**src/rtl/fsave_pkg.sv**
```systemverilog
package fsave_pkg;
  typedef enum logic [2:0] {
    ST_IDLE,
    ST_WAIT,
    ST_WRITE,
    ST_INIT,
    ST_DONE
  } seqState_t;

  typedef struct packed {
    logic clrBeat;
    logic advBeat;
  } dpStrobe_t;

  localparam int ENV_BEATS = 8;
  localparam logic [15:0] RESET_CTRL = 16'h037F;
  localparam logic [15:0] RESET_TAG  = 16'hFFFF;
endpackage

```
**src/rtl/fsave_ctrl.sv**
```systemverilog
module fsave_ctrl
  import fsave_pkg::*;
(
  input  logic      clk,
  input  logic      rstN,
  input  logic      start,
  input  logic      noWait,
  input  logic      fpuIdle,
  input  logic      excPending,
  input  logic      wrReady,
  input  logic      lastBeat,
  output dpStrobe_t strobe,
  output logic      wrValid,
  output logic      initLoad,
  output logic      done,
  output logic      fault,
  output logic      busy
);
  seqState_t state, stateNext;
  logic noWaitQ;
  logic faultQ, faultNext;

  always_comb begin
    stateNext = state;
    faultNext = faultQ;
    unique case (state)
      ST_IDLE: if (start) begin
        stateNext = ST_WAIT;
        faultNext = 1'b0;
      end
      ST_WAIT: if (fpuIdle) begin
        if (!noWaitQ && excPending) begin
          stateNext = ST_DONE;
          faultNext = 1'b1;
        end else begin
          stateNext = ST_WRITE;
        end
      end
      ST_WRITE: if (wrReady && lastBeat) stateNext = ST_INIT;
      ST_INIT:  stateNext = ST_DONE;
      ST_DONE:  stateNext = ST_IDLE;
      default:  stateNext = ST_IDLE;
    endcase
  end

  always_ff @(posedge clk) begin
    if (!rstN) begin
      state   <= ST_IDLE;
      faultQ  <= 1'b0;
      noWaitQ <= 1'b0;
    end else begin
      state  <= stateNext;
      faultQ <= faultNext;
      if (state == ST_IDLE && start) noWaitQ <= noWait;
    end
  end

  assign strobe.clrBeat = (state == ST_IDLE);
  assign strobe.advBeat = (state == ST_WRITE) && wrReady;
  assign wrValid  = (state == ST_WRITE);
  assign initLoad = (state == ST_INIT);
  assign done     = (state == ST_DONE);
  assign fault    = (state == ST_DONE) && faultQ;
  assign busy     = (state != ST_IDLE);
endmodule

```
**src/rtl/fsave_dp.sv**
```systemverilog
module fsave_dp
  import fsave_pkg::*;
#(
  parameter int WORD_W   = 16,
  parameter int REG_W    = 80,
  parameter int NUM_REGS = 8,
  parameter int AW       = 16
) (
  input  logic                       clk,
  input  logic                       rstN,
  input  dpStrobe_t                  strobe,
  input  logic [AW-1:0]              baseAddr,
  input  logic [WORD_W-1:0]          ctrlWord,
  input  logic [WORD_W-1:0]          statWord,
  input  logic [WORD_W-1:0]          tagWord,
  input  logic [2*WORD_W-1:0]        dataPtr,
  input  logic [2*WORD_W-1:0]        instPtr,
  input  logic [WORD_W-1:0]          lastOpcode,
  input  logic [NUM_REGS*REG_W-1:0]  stackFlat,
  output logic [AW-1:0]              wrAddr,
  output logic [WORD_W-1:0]          wrData,
  output logic                       lastBeat,
  output logic [WORD_W-1:0]          initCtrlWord,
  output logic [WORD_W-1:0]          initStatWord,
  output logic [WORD_W-1:0]          initTagWord,
  output logic [2*WORD_W-1:0]        initDataPtr,
  output logic [2*WORD_W-1:0]        initInstPtr,
  output logic [WORD_W-1:0]          initOpcode
);
  localparam int BPR   = REG_W / WORD_W;
  localparam int TOTAL = ENV_BEATS + NUM_REGS * BPR;
  localparam int BW    = $clog2(TOTAL);
  localparam int RIW   = (NUM_REGS > 1) ? $clog2(NUM_REGS) : 1;
  localparam int PW    = (BPR > 1) ? $clog2(BPR) : 1;
  localparam int IW    = $clog2(NUM_REGS * REG_W);
  localparam int EW    = $clog2(ENV_BEATS);

  logic [BW-1:0]  beat;
  logic [RIW-1:0] regIdx;
  logic [PW-1:0]  part;
  logic [IW-1:0]  bitBase;
  logic [WORD_W-1:0] envWord [ENV_BEATS];
  logic inRegs;

  assign inRegs = (beat >= BW'(ENV_BEATS));

  always_ff @(posedge clk) begin
    if (!rstN || strobe.clrBeat) begin
      beat   <= '0;
      regIdx <= '0;
      part   <= '0;
    end else if (strobe.advBeat) begin
      beat <= beat + 1'b1;
      if (inRegs) begin
        if (part == PW'(BPR - 1)) begin
          part   <= '0;
          regIdx <= regIdx + 1'b1;
        end else begin
          part <= part + 1'b1;
        end
      end
    end
  end

  always_comb begin
    envWord[0] = ctrlWord;
    envWord[1] = statWord;
    envWord[2] = tagWord;
    envWord[3] = dataPtr[WORD_W-1:0];
    envWord[4] = dataPtr[2*WORD_W-1:WORD_W];
    envWord[5] = instPtr[WORD_W-1:0];
    envWord[6] = instPtr[2*WORD_W-1:WORD_W];
    envWord[7] = lastOpcode;
  end

  assign bitBase = IW'(regIdx) * IW'(REG_W) + IW'(part) * IW'(WORD_W);
  assign wrData  = inRegs ? stackFlat[bitBase +: WORD_W] : envWord[beat[EW-1:0]];
  assign wrAddr  = baseAddr + AW'(beat);
  assign lastBeat = (beat == BW'(TOTAL - 1));

  assign initCtrlWord = WORD_W'(RESET_CTRL);
  assign initStatWord = '0;
  assign initTagWord  = WORD_W'(RESET_TAG);
  assign initDataPtr  = '0;
  assign initInstPtr  = '0;
  assign initOpcode   = '0;
endmodule

```
**src/rtl/fpu_state_saver.sv**
```systemverilog
module fpu_state_saver
  import fsave_pkg::*;
#(
  parameter int WORD_W   = 16,
  parameter int REG_W    = 80,
  parameter int NUM_REGS = 8,
  parameter int AW       = 16
) (
  input  logic                      clk,
  input  logic                      rstN,
  input  logic                      start,
  input  logic                      noWait,
  input  logic                      fpuIdle,
  input  logic                      excPending,
  input  logic [AW-1:0]             baseAddr,
  input  logic [WORD_W-1:0]         ctrlWord,
  input  logic [WORD_W-1:0]         statWord,
  input  logic [WORD_W-1:0]         tagWord,
  input  logic [2*WORD_W-1:0]       dataPtr,
  input  logic [2*WORD_W-1:0]       instPtr,
  input  logic [WORD_W-1:0]         lastOpcode,
  input  logic [NUM_REGS*REG_W-1:0] stackFlat,
  input  logic                      wrReady,
  output logic                      wrValid,
  output logic [AW-1:0]             wrAddr,
  output logic [WORD_W-1:0]         wrData,
  output logic                      initLoad,
  output logic [WORD_W-1:0]         initCtrlWord,
  output logic [WORD_W-1:0]         initStatWord,
  output logic [WORD_W-1:0]         initTagWord,
  output logic [2*WORD_W-1:0]       initDataPtr,
  output logic [2*WORD_W-1:0]       initInstPtr,
  output logic [WORD_W-1:0]         initOpcode,
  output logic                      busy,
  output logic                      done,
  output logic                      fault
);
  dpStrobe_t strobe;
  logic lastBeat;

  fsave_ctrl u_ctrl (
    .clk(clk), .rstN(rstN), .start(start), .noWait(noWait),
    .fpuIdle(fpuIdle), .excPending(excPending), .wrReady(wrReady),
    .lastBeat(lastBeat), .strobe(strobe), .wrValid(wrValid),
    .initLoad(initLoad), .done(done), .fault(fault), .busy(busy)
  );

  fsave_dp #(.WORD_W(WORD_W), .REG_W(REG_W), .NUM_REGS(NUM_REGS), .AW(AW)) u_dp (
    .clk(clk), .rstN(rstN), .strobe(strobe), .baseAddr(baseAddr),
    .ctrlWord(ctrlWord), .statWord(statWord), .tagWord(tagWord),
    .dataPtr(dataPtr), .instPtr(instPtr), .lastOpcode(lastOpcode),
    .stackFlat(stackFlat), .wrAddr(wrAddr), .wrData(wrData),
    .lastBeat(lastBeat), .initCtrlWord(initCtrlWord),
    .initStatWord(initStatWord), .initTagWord(initTagWord),
    .initDataPtr(initDataPtr), .initInstPtr(initInstPtr),
    .initOpcode(initOpcode)
  );
endmodule

```
**config.mk**
```make
export PLATFORM = sky130hd
export DESIGN_NAME = fpu_state_saver
export DESIGN_NICKNAME = d
export VERILOG_FILES = /design/src/rtl/fsave_pkg.sv /design/src/rtl/fsave_ctrl.sv /design/src/rtl/fsave_dp.sv /design/src/rtl/fpu_state_saver.sv
export SDC_FILE = /design/constraint.sdc
export NUM_CORES = 1
export LEC_CHECK = 0
export ABC_AREA = 1
export BUFFER_PORTS_ARGS = -buffer_cell sky130_fd_sc_hd__buf_2
export CAP_MARGIN = 40
export CORE_AREA = 2 2 370 372
export DETAILED_ROUTE_END_ITERATION = 10
export DIE_AREA = 0 0 372 374
export HOLD_SLACK_MARGIN = 0.06
export PLACE_DENSITY = 0.31
export SLEW_MARGIN = 20
export SYNTH_ARGS = -nofsm -noshare
export SYNTH_HDL_FRONTEND = slang
export SYNTH_SLANG_ARGS = --single-unit
export TNS_END_PERCENT = 20
```
**constraint.sdc**
```tcl
create_clock -name clk -period 3.7 [get_ports clk]
set_clock_uncertainty 0.1 [all_clocks]
set_input_delay 0.74 -clock clk [delete_from_list [all_inputs] [get_ports clk]]
set_output_delay 0.74 -clock clk [all_outputs]
set_load 0.005 [all_outputs]
```
### After elaboration in Yosys (flattened, before gate mapping)

Cells that the tools add are included.

| storage, ports and cells | value |
|---|---|
| register bits | 17 |
| output and inout port bits | 165 |
| logic and storage cells | 55 |
| bits of input ports | 791 |

| operators by class | value |
|---|---|
| $add $sub $neg | 5 |
| bitwise gates (word level) | 1 |
| mux-type cells | 14 |
| shifts and indexed selects | 1 |
| multipliers | 1 |
| eq/ne operators | 10 |
| reductions and logical operators | 15 |
| order comparisons | 2 |

Operator list:

| cell | number |
|---|---|
| indexed part select 640 x 11 -> 16 bit | 1 |
| binary-select mux 16 bit (select 3 bit) | 1 |
| two-way mux 16 bit | 3 |
| adder 16 x 6 -> 16 bit | 1 |
| two-way mux 3 bit | 5 |
| one-hot mux 3 bit (4 select lines) | 1 |
| adder 10 x 7 -> 10 bit | 1 |
| adder 3 x 1 -> 3 bit (second input constant) | 2 |
| adder 6 x 1 -> 6 bit (second input constant) | 1 |
| == test 3 x 2 -> 1 bit (second input constant) | 2 |
| == test 3 bit (second input constant) | 2 |
| == test 6 bit (second input constant) | 1 |
| greater-or-equal comparator 6 x 4 -> 1 bit (second input constant) | 1 |
| multiplier 3 x 3 -> 6 bit (second input constant) | 1 |
| AND reduction 3 bit | 2 |
| logical AND 1 bit | 5 |
| greater-or-equal comparator 4 bit (second input constant) | 1 |
| inequality test 2 x 1 -> 1 bit (second input constant) | 2 |
| inequality test 2 bit (second input constant) | 2 |
| NOT 3 -> 4 bit | 1 |
| AND reduction 4 bit | 1 |
| == test 3 x 1 -> 1 bit (second input constant) | 1 |
| zero test 3 bit | 1 |
| two-way mux 1 bit | 3 |
| 6 further kinds | 7 |

### Longest topological paths before layout

Gate-level depths: netlist (run 1).

| depth | value |
|---|---|
| word-level depth | 5 |
| gate-level depth with buffers | 15 |
| mapped depth without buffers | 13 |

### By module

A second synthesis (run 1) with hierarchy kept.

| second synthesis, totals | value |
|---|---|
| cells, all modules | 2552 |
| area total of the unflattened synthesis | 11578.6 µm² |

By module, submodules not included:

| module | area each (µm²) | seq. area each (µm²) | times used | cells an instance |
|---|---|---|---|---|
| fsave_dp | 11289.6 | 240.2 | 1 | 2504 |
| fsave_ctrl | 289.0 | 100.1 | 1 | 48 |

### Worst setup path before layout (run 1)

No wires, ideal clock.

| timing | value |
|---|---|
| path kind | reg2out |
| start | register u_dp.regIdx[0] |
| end | output wrData[10] |
| slack | 621 ps |
| stages on the path, launching flop included | 15 |
| required time | 2860 ps |
| arrival time | 2239 ps |
| path buffers | 3 |
| path through | dfxtp_1 > ha_1 > inv_1 > fa_1 > buf_2 > clkbuf_1 > buf_1 > nand2_1 > nand2_1 > nand2_1 > nand3_1 > nand3_1 > nand3_1 > nand2_1 > nand2_1 |

| between the ends | value |
|---|---|
| longest elaborated chain between the ends | 4 |

RTL lines:

| element | RTL line | text |
|---|---|---|
| start: declaration | fsave_dp.sv:39 | `logic [RIW-1:0] regIdx;` |
| start signal: assignment | fsave_dp.sv:57 | `regIdx <= regIdx + 1'b1;` |
| multiplier 3 x 3 -> 6 bit | fsave_dp.sv:76 | `assign bitBase = IW'(regIdx) * IW'(REG_W) + IW'(part) * IW'(WORD_W);` |
| adder 10 x 7 -> 10 bit | fsave_dp.sv:76 |  |
| indexed part select 640 x 11 -> 16 bit | fsave_dp.sv:77 | `assign wrData = inRegs ? stackFlat[bitBase +: WORD_W] : envWord[beat[EW-1:0]];` |
| two-way mux 16 bit | fsave_dp.sv:77 |  |
| end: declaration | fpu_state_saver.sv:26 | `output logic [WORD_W-1:0] wrData,` |

No other way between the ends.

### Worst setup path after layout (run 1)

| timing | value |
|---|---|
| start | register u_dp.regIdx[0] |
| end | output wrData[2] |

The elaborated chain is that of the path after synthesis.

==> results of run 1 <==
-- synth_stat cells --
| master | n | share of area |
|---|---|---|
| conb_1 | 2 | 0.00065 |
| a21o_1 | 1 | 0.00065 |
| nor2_1 | 301 | 0.098 |
| and2_1 | 1 | 0.00054 |
| fa_1 | 2 | 0.0035 |
| clkinv_1 | 1 | 0.00032 |
| inv_2 | 9 | 0.0029 |
| nand4_1 | 4 | 0.0022 |
| nand2_1 | 909 | 0.30 |
| nand3_1 | 357 | 0.15 |
| o22ai_1 | 8 | 0.0043 |
| or2_1 | 12 | 0.0065 |
| xor2_1 | 12 | 0.0091 |
| o221ai_1 | 24 | 0.018 |
| inv_1 | 364 | 0.12 |
| nand3b_1 | 2 | 0.0013 |
| a31oi_1 | 1 | 0.00054 |
| o21ai_1 | 15 | 0.0065 |
| nor4_1 | 1 | 0.00054 |
| o21bai_1 | 2 | 0.0013 |
| clkbuf_1 | 103 | 0.033 |
| buf_1 | 22 | 0.0071 |
| buf_4 | 128 | 0.083 |
| or2_0 | 3 | 0.0016 |
| nor3_1 | 14 | 0.0061 |
| dfxtp_1 | 17 | 0.029 |
| buf_2 | 38 | 0.016 |
| o21ai_0 | 138 | 0.060 |
| xnor2_1 | 4 | 0.0030 |
| or2_2 | 2 | 0.0011 |
| o41ai_1 | 1 | 0.00076 |
| ha_1 | 17 | 0.018 |
| a21oi_1 | 19 | 0.0082 |
| o211ai_1 | 8 | 0.0052 |
| nor3b_1 | 2 | 0.0013 |
| and3_1 | 1 | 0.00054 |
-- metrics by stage --
| stage | util | setup WS [ns] | hold WS (ns) | setup TNS [ns] | cells |
|---|---|---|---|---|---|
| final | 0.1493 | -0.3512 | 0.3987 | -4.738 | 5172 |
| after floorplan | - | 0.6211 | 0.3612 | 0 | 2671 |
| after detailed placement | 0.1369 | -0.5340 | 0.3800 | -5.457 | 5129 |
| after global routing | 0.1492 | -0.4629 | 0.4119 | -7.021 | 5167 |
| after global placement | 0.1369 | -0.5505 | 0.3818 | -5.574 | 5129 |
| after CTS | 0.1464 | -0.4184 | 0.3891 | -6.180 | 5148 |
-- cell type report --
| type | count | area share |
|---|---|---|
| Antenna cell | 14 | 0.001739 |
| Clock buffer | 3 | 0.003726 |
| Clock inverter | 1 | 0.0003726 |
| Inverter | 374 | 0.07135 |
| Multi-Input combinational cell | 1989 | 0.4796 |
| Sequential cell | 17 | 0.01708 |
| Tap cell | 1781 | 0.1106 |
| Timing Repair Buffer | 992 | 0.3150 |
| Timing Repair inverter | 1 | 0.0005589 |
-- kinds of logic (layout without fill, tap and decap cells) --
| kind of cell | after synthesis | count (layout) | share of synthesized area |
|---|---|---|---|
| buffers and inverters | 665 | 1371 | 0.2616 |
| other | 2 | 142 | 0.0006495 |
| AND/OR/NAND/NOR | 1609 | 1609 | 0.5690 |
| AO/OA/AOI/OAI | 217 | 217 | 0.1054 |
| flip-flops | 17 | 17 | 0.02943 |
| XOR/XNOR | 16 | 16 | 0.01212 |
| adder cells (fa/ha/maj) | 19 | 19 | 0.02186 |
-- power by group --
part | internal (W) | switching [W] | total (W) | leakage (nW)
Sequential | 0.000194 | 0.00000756 | 0.000202 | 0.139
Clock | 0.000146 | 0.0000877 | 0.000234 | 0.0372
Combinational | 0.000545 | 0.000628 | 0.00117 | 11.3
-- routing by layer --
metal / wire length [um] / part of all wire / track usage / vias to the layer above
met5: 88 / 0.00086 / 0 / -
met4: 1734 / 0.017 / 0.02267 / 14
met3: 5802 / 0.057 / 0.01914 / 79
met2: 49730 / 0.49 / 0.2392 / 710
met1: 44900 / 0.44 / 0.1781 / 8604
li1: - / - / - / 9227
-- sequential cells by signal, indices dropped and copies added, names as in the netlist --
| register | flops |
|---|---|
| u_dp.beat | 6 |
| u_dp.regIdx | 3 |
| u_dp.part | 3 |
| u_ctrl.faultQ | 1 |
| u_ctrl.state | 3 |
| u_ctrl.noWaitQ | 1 |
-- worst reg2reg max path: stages, from the launching register on --
cell and delay [ns]:
dfxtp_2 0.43, buf_4 0.48, ha_1 0.25, nand3_1 0.11
o41ai_1 0.49, nand3_1 0.19, nor3_1 0.20
-- layout by cell type (no fill, tap or decap), drive strengths merged, types with 6 or more instances in the layout --
cell type    n
buf        988
nand2      909
inv        373
nand3      357
nor2       301
o21ai      153
conb       128
o221ai      24
a21oi       19
ha          17
dfxtp       17
or2         17
diode       14
nor3        14
xor2        12
o22ai        8
o211ai       8
clkbuf       6
-- final timing paths --
check | from | end | slack [ns] | depth (start not counted)
min reg2reg | u_ctrl.state[0]$_SDFFE_PN0P_ | u_ctrl.state[0]$_SDFFE_PN0P_ | 0.40 | 2
max | u_dp.regIdx[0]$_SDFFE_PP0P_ | wrData[2] | -0.35 | 16
min | u_ctrl.state[0]$_SDFFE_PN0P_ | u_ctrl.state[0]$_SDFFE_PN0P_ | 0.40 | 2
max reg2reg | u_dp.beat[0]$_SDFFE_PP0P_ | u_ctrl.state[2]$_SDFFE_PN0P_ | 1.35 | 6
-- what timing repair did --
action / in CTS / in global routing
buffers inserted: 6 / 7
cloned: 10 / 3
gates resized for setup: 214 / 47
setup endpoints to repair: 16 / 16
pin swaps: 37 / 17
==> results.sh, run 1 <==
export IMPL_worst_path_arrival_time_ns=3.21
export IMPL_initial_core_util=0.08567
export IMPL_placement_cell_area_um2=18470
export IMPL_routed_wl_um=102200
export IMPL_critical_path_top_delay_family="simple AND/OR/NAND/NOR gates"
export IMPL_finalSetupViolations=16
export IMPL_coreArea_um2=135000
export IMPL_layout_area_overhead_vs_synth_pct=74.27
export IMPL_layout_area_seq_um2=344.1
export IMPL_hold_class="reg2reg"
export IMPL_finalWorstPathRequiredPeriod_ns=4.051
export IMPL_postRouteAntennaNets=0
export IMPL_wl_per_cell_um=19.77
export IMPL_synth_cell_type_count=36
export IMPL_track_usage=0.1366
export IMPL_crit_path_cell_trace="ha_4, inv_2, fa_4, buf_12, clkinv_16, buf_16, nor2_1, nand2_2, nand3_2, nand2_2, nor2_1, nor2_1, nor2_1, nand2_1, nand2_1, buf_2"
export IMPL_worstMarginPinSlew_ns=0.8071
export IMPL_clk_insertion_delay_late_ns=0.26
export IMPL_place_detailed_hpwl_um=85070
export IMPL_cts_sinks=17
export IMPL_clock_tree_buffer_depth=2
export IMPL_maximum_number_of_pins_on_one_net_before_global_route_repair=48
export IMPL_setup_worst_path_class="reg2out"
export IMPL_dr_pass1_iters=6
export IMPL_die_area_um2=139100
export IMPL_critPathMostFrequentCell="nor2_1"
export IMPL_number_of_synthesized_register_bits=17
export IMPL_finalWeightedCongestion=0.8583
export IMPL_core_rowCount=135
export IMPL_grt_first_pass_wirelength_um=135900
export IMPL_critPathMaxStageDelay_ns=0.80
export IMPL_unrepaired_setup_endpoints_after_global_routing="yes"
export IMPL_nets=4188
export IMPL_drc_errors=0
export IMPL_worstSetupStartpointType="flip-flop"
export IMPL_vdd_ir_drop_worst_uv=117.2
export IMPL_timing_critical_path_fanout_max=7
export IMPL_ioPinCount=956
export IMPL_slew_headroom=0.4612
export IMPL_post_synth_inst_count=2545
export IMPL_critical_path_slowest_cell="fa_4"
export IMPL_worst_endpoint_required_ns=2.86
export IMPL_placement_io_buffers=827
export IMPL_cts_hold_buffers_added=0
export IMPL_post_synthesis_instance_area_um2=11560
export IMPL_ys_seq_area_frac=0.02943
export IMPL_final_critical_path_setup_slack_ns=-0.3512
export IMPL_leakage_nw=11.45
export IMPL_syn_avg_cell_area_um2=4.543
export IMPL_number_of_clock_buffers_inserted_by_tritoncts=3
export IMPL_total_grt_overflow=0
export IMPL_drv_max_cap_violation_count=0
export IMPL_cts_root_buf="clkbuf_16"
export IMPL_power_density_over_the_cells_nw_per_um2=79.85
export IMPL_final_hold_violation_count=0
export IMPL_cp_buf_inv_count=5
export IMPL_run_status="finished, violations left"
export IMPL_grt_pass1_vias=18620
export IMPL_totalPowerFinal_w=0.001609
export IMPL_fmaxAchievable_ghz=0.2468
export IMPL_violations="negative setup slack"
export IMPL_die_x_um=372
export IMPL_area_occupied_by_multi_input_gates_um2=9664
export IMPL_synth_warning_count=0
export IMPL_crit_path_end_kind="output port"
export IMPL_final_period_utilization=1.095
export IMPL_tritoncts_clock_tree="done"
export IMPL_dr_first_iter_drc_count=981
export IMPL_path_clk_slew_ns=0.06
export IMPL_proportion_of_layout_cells_with_a_drive_suffix_above_1=0.3515
export IMPL_final_cell_area_um2=20150
export IMPL_via_count=18630
export IMPL_report_final_slew_viol_count=0
export IMPL_antenna_found_initial=33
export IMPL_n_fill_cell=16300
export IMPL_detail_route_vias_per_cell=3.603
export IMPL_fp_dieH_um=374
export IMPL_htreeDepth=1
Power figures use the tool's default switching activity.
==> inputs of run 2 (changes only) <==
BUFFER_PORTS_ARGS = -buffer_cell sky130_fd_sc_hd__clkbuf_2   (was -buffer_cell sky130_fd_sc_hd__buf_2)
CAP_MARGIN = 20   (was 40)
==> results.sh, run 2 (synthesized netlist as in run 1, its figures left out) <==
export IMPL_run_status="finished, violations left"
export IMPL_violations="negative setup slack"
export IMPL_track_usage=0.1316
export IMPL_dpl_cell_count=5138
export IMPL_worstSetupStartpointType="flip-flop"
export IMPL_vdd_ir_drop_worst_uv=137.9
export IMPL_layout_area_overhead_vs_synth_pct=66.39
export IMPL_slew_headroom=0.5410
export IMPL_tritoncts_clock_tree="done"
export IMPL_placement_io_buffers=827
export IMPL_leakage_nw=11.33
export IMPL_reg2regPathDepth=8
export IMPL_hold_class="reg2reg"
export IMPL_clk_insertion_delay_late_ns=0.25
export IMPL_drv_max_cap_violation_count=0
export IMPL_path_clk_slew_ns=0.06
export IMPL_final_cell_mix="885 x nand2_1, 827 x clkbuf_2, 364 x inv_1"
export IMPL_total_grt_overflow=0
export IMPL_layout_area_seq_um2=344.1
export IMPL_antenna_found_initial=23
export IMPL_hold_path_depth=2
export IMPL_timing_critical_path_fanout_max=15
export IMPL_crit_path_end_kind="output port"
export IMPL_routed_wl_um=97320
export IMPL_die_area_um2=139100
export IMPL_largest_register_ff_count=6
export IMPL_worst_path_arrival_time_ns=3.23
export IMPL_detail_route_vias_per_cell=3.543
export IMPL_crit_path_start="u_dp.part[0]$_SDFFE_PP0P_"
export IMPL_netSwitchingFraction=0.4459
export IMPL_proportion_of_layout_cells_with_a_drive_suffix_above_1=0.3244
export IMPL_worst_endpoint_required_ns=2.86
export IMPL_ioPinCount=956
export IMPL_postRouteAntennaNets=0
export IMPL_die_x_um=372
export IMPL_final_hold_violation_count=0
export IMPL_area_occupied_by_multi_input_gates_um2=9198
export IMPL_setup_reg_to_reg_worst_slack_ns=1.64
export IMPL_power_combinational_fraction=0.724
export IMPL_place_detailed_hpwl_um=84680
export IMPL_report_final_slew_viol_count=0
export IMPL_via_count=18250
export IMPL_initial_core_util=0.08567
export IMPL_reg2reg_to="u_dp.regIdx[1]$_SDFFE_PP0P_"
export IMPL_finalSetupViolations=16
export IMPL_reg2reg_from="u_ctrl.state[2]$_SDFFE_PN0P_"
export IMPL_core_rowCount=135
export IMPL_final_period_utilization=1.099
export IMPL_clock_power_share=0.147
export IMPL_placement_cell_area_um2=18490
export IMPL_finalWorstPathRequiredPeriod_ns=4.066
export IMPL_coreArea_um2=135000
export IMPL_p_int_w=0.0008695
export IMPL_clock_tree_buffer_depth=2
export IMPL_cts_sinks=17
export IMPL_grt_first_pass_wirelength_um=131600
export IMPL_number_of_clock_buffers_inserted_by_tritoncts=3
export IMPL_finalWeightedCongestion=0.8712
export IMPL_crit_path_end="wrData[9]"
export IMPL_final_core_util=0.1425
export IMPL_maximum_number_of_pins_on_one_net_before_global_route_repair=53
export IMPL_grt_pass1_vias=18260
export IMPL_drc_errors=0
export IMPL_layout_commonest_cell="nand2_1"
export IMPL_fmaxAchievable_ghz=0.2459
export IMPL_dr_pass1_iters=6
export IMPL_htreeDepth=1
export IMPL_cts_root_buf="clkbuf_16"
export IMPL_top_register="u_dp.beat"
export IMPL_final_critical_path_setup_slack_ns=-0.3664
export IMPL_worstMarginPinSlew_ns=0.6813
export IMPL_power_density_over_the_cells_nw_per_um2=81.56
export IMPL_wl_per_cell_um=18.89
export IMPL_final_cell_area_um2=19240
export IMPL_dr_first_iter_drc_count=928
export IMPL_power_switching_w=0.0006996
export IMPL_n_fill_cell=16240
export IMPL_layoutNonFillerInstCount=5152
export IMPL_nets=4177
export IMPL_unrepaired_setup_endpoints_after_global_routing="yes"
export IMPL_fp_dieH_um=374
export IMPL_seq_power_share=0.129
export IMPL_setup_worst_path_class="reg2out"
## run 2: worst min-delay path by stage
stage	from	to	slack (ns)
after floorplan	u_ctrl.state[0]$_SDFFE_PN0P_	u_ctrl.state[0]$_SDFFE_PN0P_	0.36
after global placement	u_ctrl.state[0]$_SDFFE_PN0P_	u_ctrl.state[0]$_SDFFE_PN0P_	0.38
after detailed placement	u_ctrl.state[0]$_SDFFE_PN0P_	u_ctrl.state[0]$_SDFFE_PN0P_	0.39
after CTS	u_ctrl.state[0]$_SDFFE_PN0P_	u_ctrl.state[0]$_SDFFE_PN0P_	0.40
after global routing	u_ctrl.state[0]$_SDFFE_PN0P_	u_ctrl.state[0]$_SDFFE_PN0P_	0.42
final	u_ctrl.state[0]$_SDFFE_PN0P_	u_ctrl.state[0]$_SDFFE_PN0P_	0.40
## run 2: cell type report
class                   instances  area share
flip-flops and latches         17     0.01788
well taps                    1781      0.1158
clock inverters                 1   0.0002601
diodes                          5   0.0006504
multi-input cells            1989      0.4781
repair buffers                982      0.3094
clock buffers                   3    0.003902
inverters                     374     0.07401
## run 2: layer usage
| layer | wire length (um) | part of all wire | track usage |
|---|---|---|---|
| met2 | 48250 | 0.50 | 0.2384 |
| met3 | 5364 | 0.055 | 0.01811 |
| met5 | 130 | 0.0013 | 0 |
| met1 | 42650 | 0.44 | 0.1697 |
| met4 | 928 | 0.0095 | 0.009662 |
## run 2: power groups by stage
stage                     registers, W  logic (W)  clock network, W
final                         0.000202    0.00114          0.000231
after global routing          0.000203    0.00128          0.000242
after CTS                     0.000201    0.00115          0.000235
after detailed placement      0.000205    0.00113                 0
after global placement        0.000205    0.00114                 0
after floorplan               0.000204   0.000507                 0
## run 2: repair_timing
| item | CTS | global route |
|---|---|---|
| hold buffers | 0 | 0 |
| setup buffers | 1 | 0 |
| pin swaps | 4 | 3 |
| gates cloned | 3 | 1 |
| resized for setup | 104 | 18 |
| endpoints found under the setup margin | 16 | 16 |
## run 2: per-stage QoR
stage | TNS [ns] | hold slack, ns | worst slack, ns | total power [W]
detailed placement | -4.923 | 0.3889 | -0.5099 | 0.001337
global route | -7.790 | 0.4248 | -0.5344 | 0.001721
floorplan | 0 | 0.3612 | 0.6211 | 0.0007115
finish | -4.936 | 0.4020 | -0.3664 | 0.001569
global placement | -5.075 | 0.3816 | -0.4947 | 0.001343
CTS | -6.329 | 0.3972 | -0.4611 | 0.001591
## run 2: critical path, cell delays in order, from the launching register on
cell      delay [ns]
dfxtp_2         0.35
ha_4            0.13
inv_1           0.04
fa_4            0.79
buf_12          0.15
inv_12          0.07
buf_4           0.20
nand3_1         0.11
nand3_1         0.14
nand2_1         0.16
nand2_1         0.10
nand3_2         0.12
nand3_2         0.13
buf_12          0.15
nand2_1         0.07
nand2_1         0.05
clkbuf_2        0.15
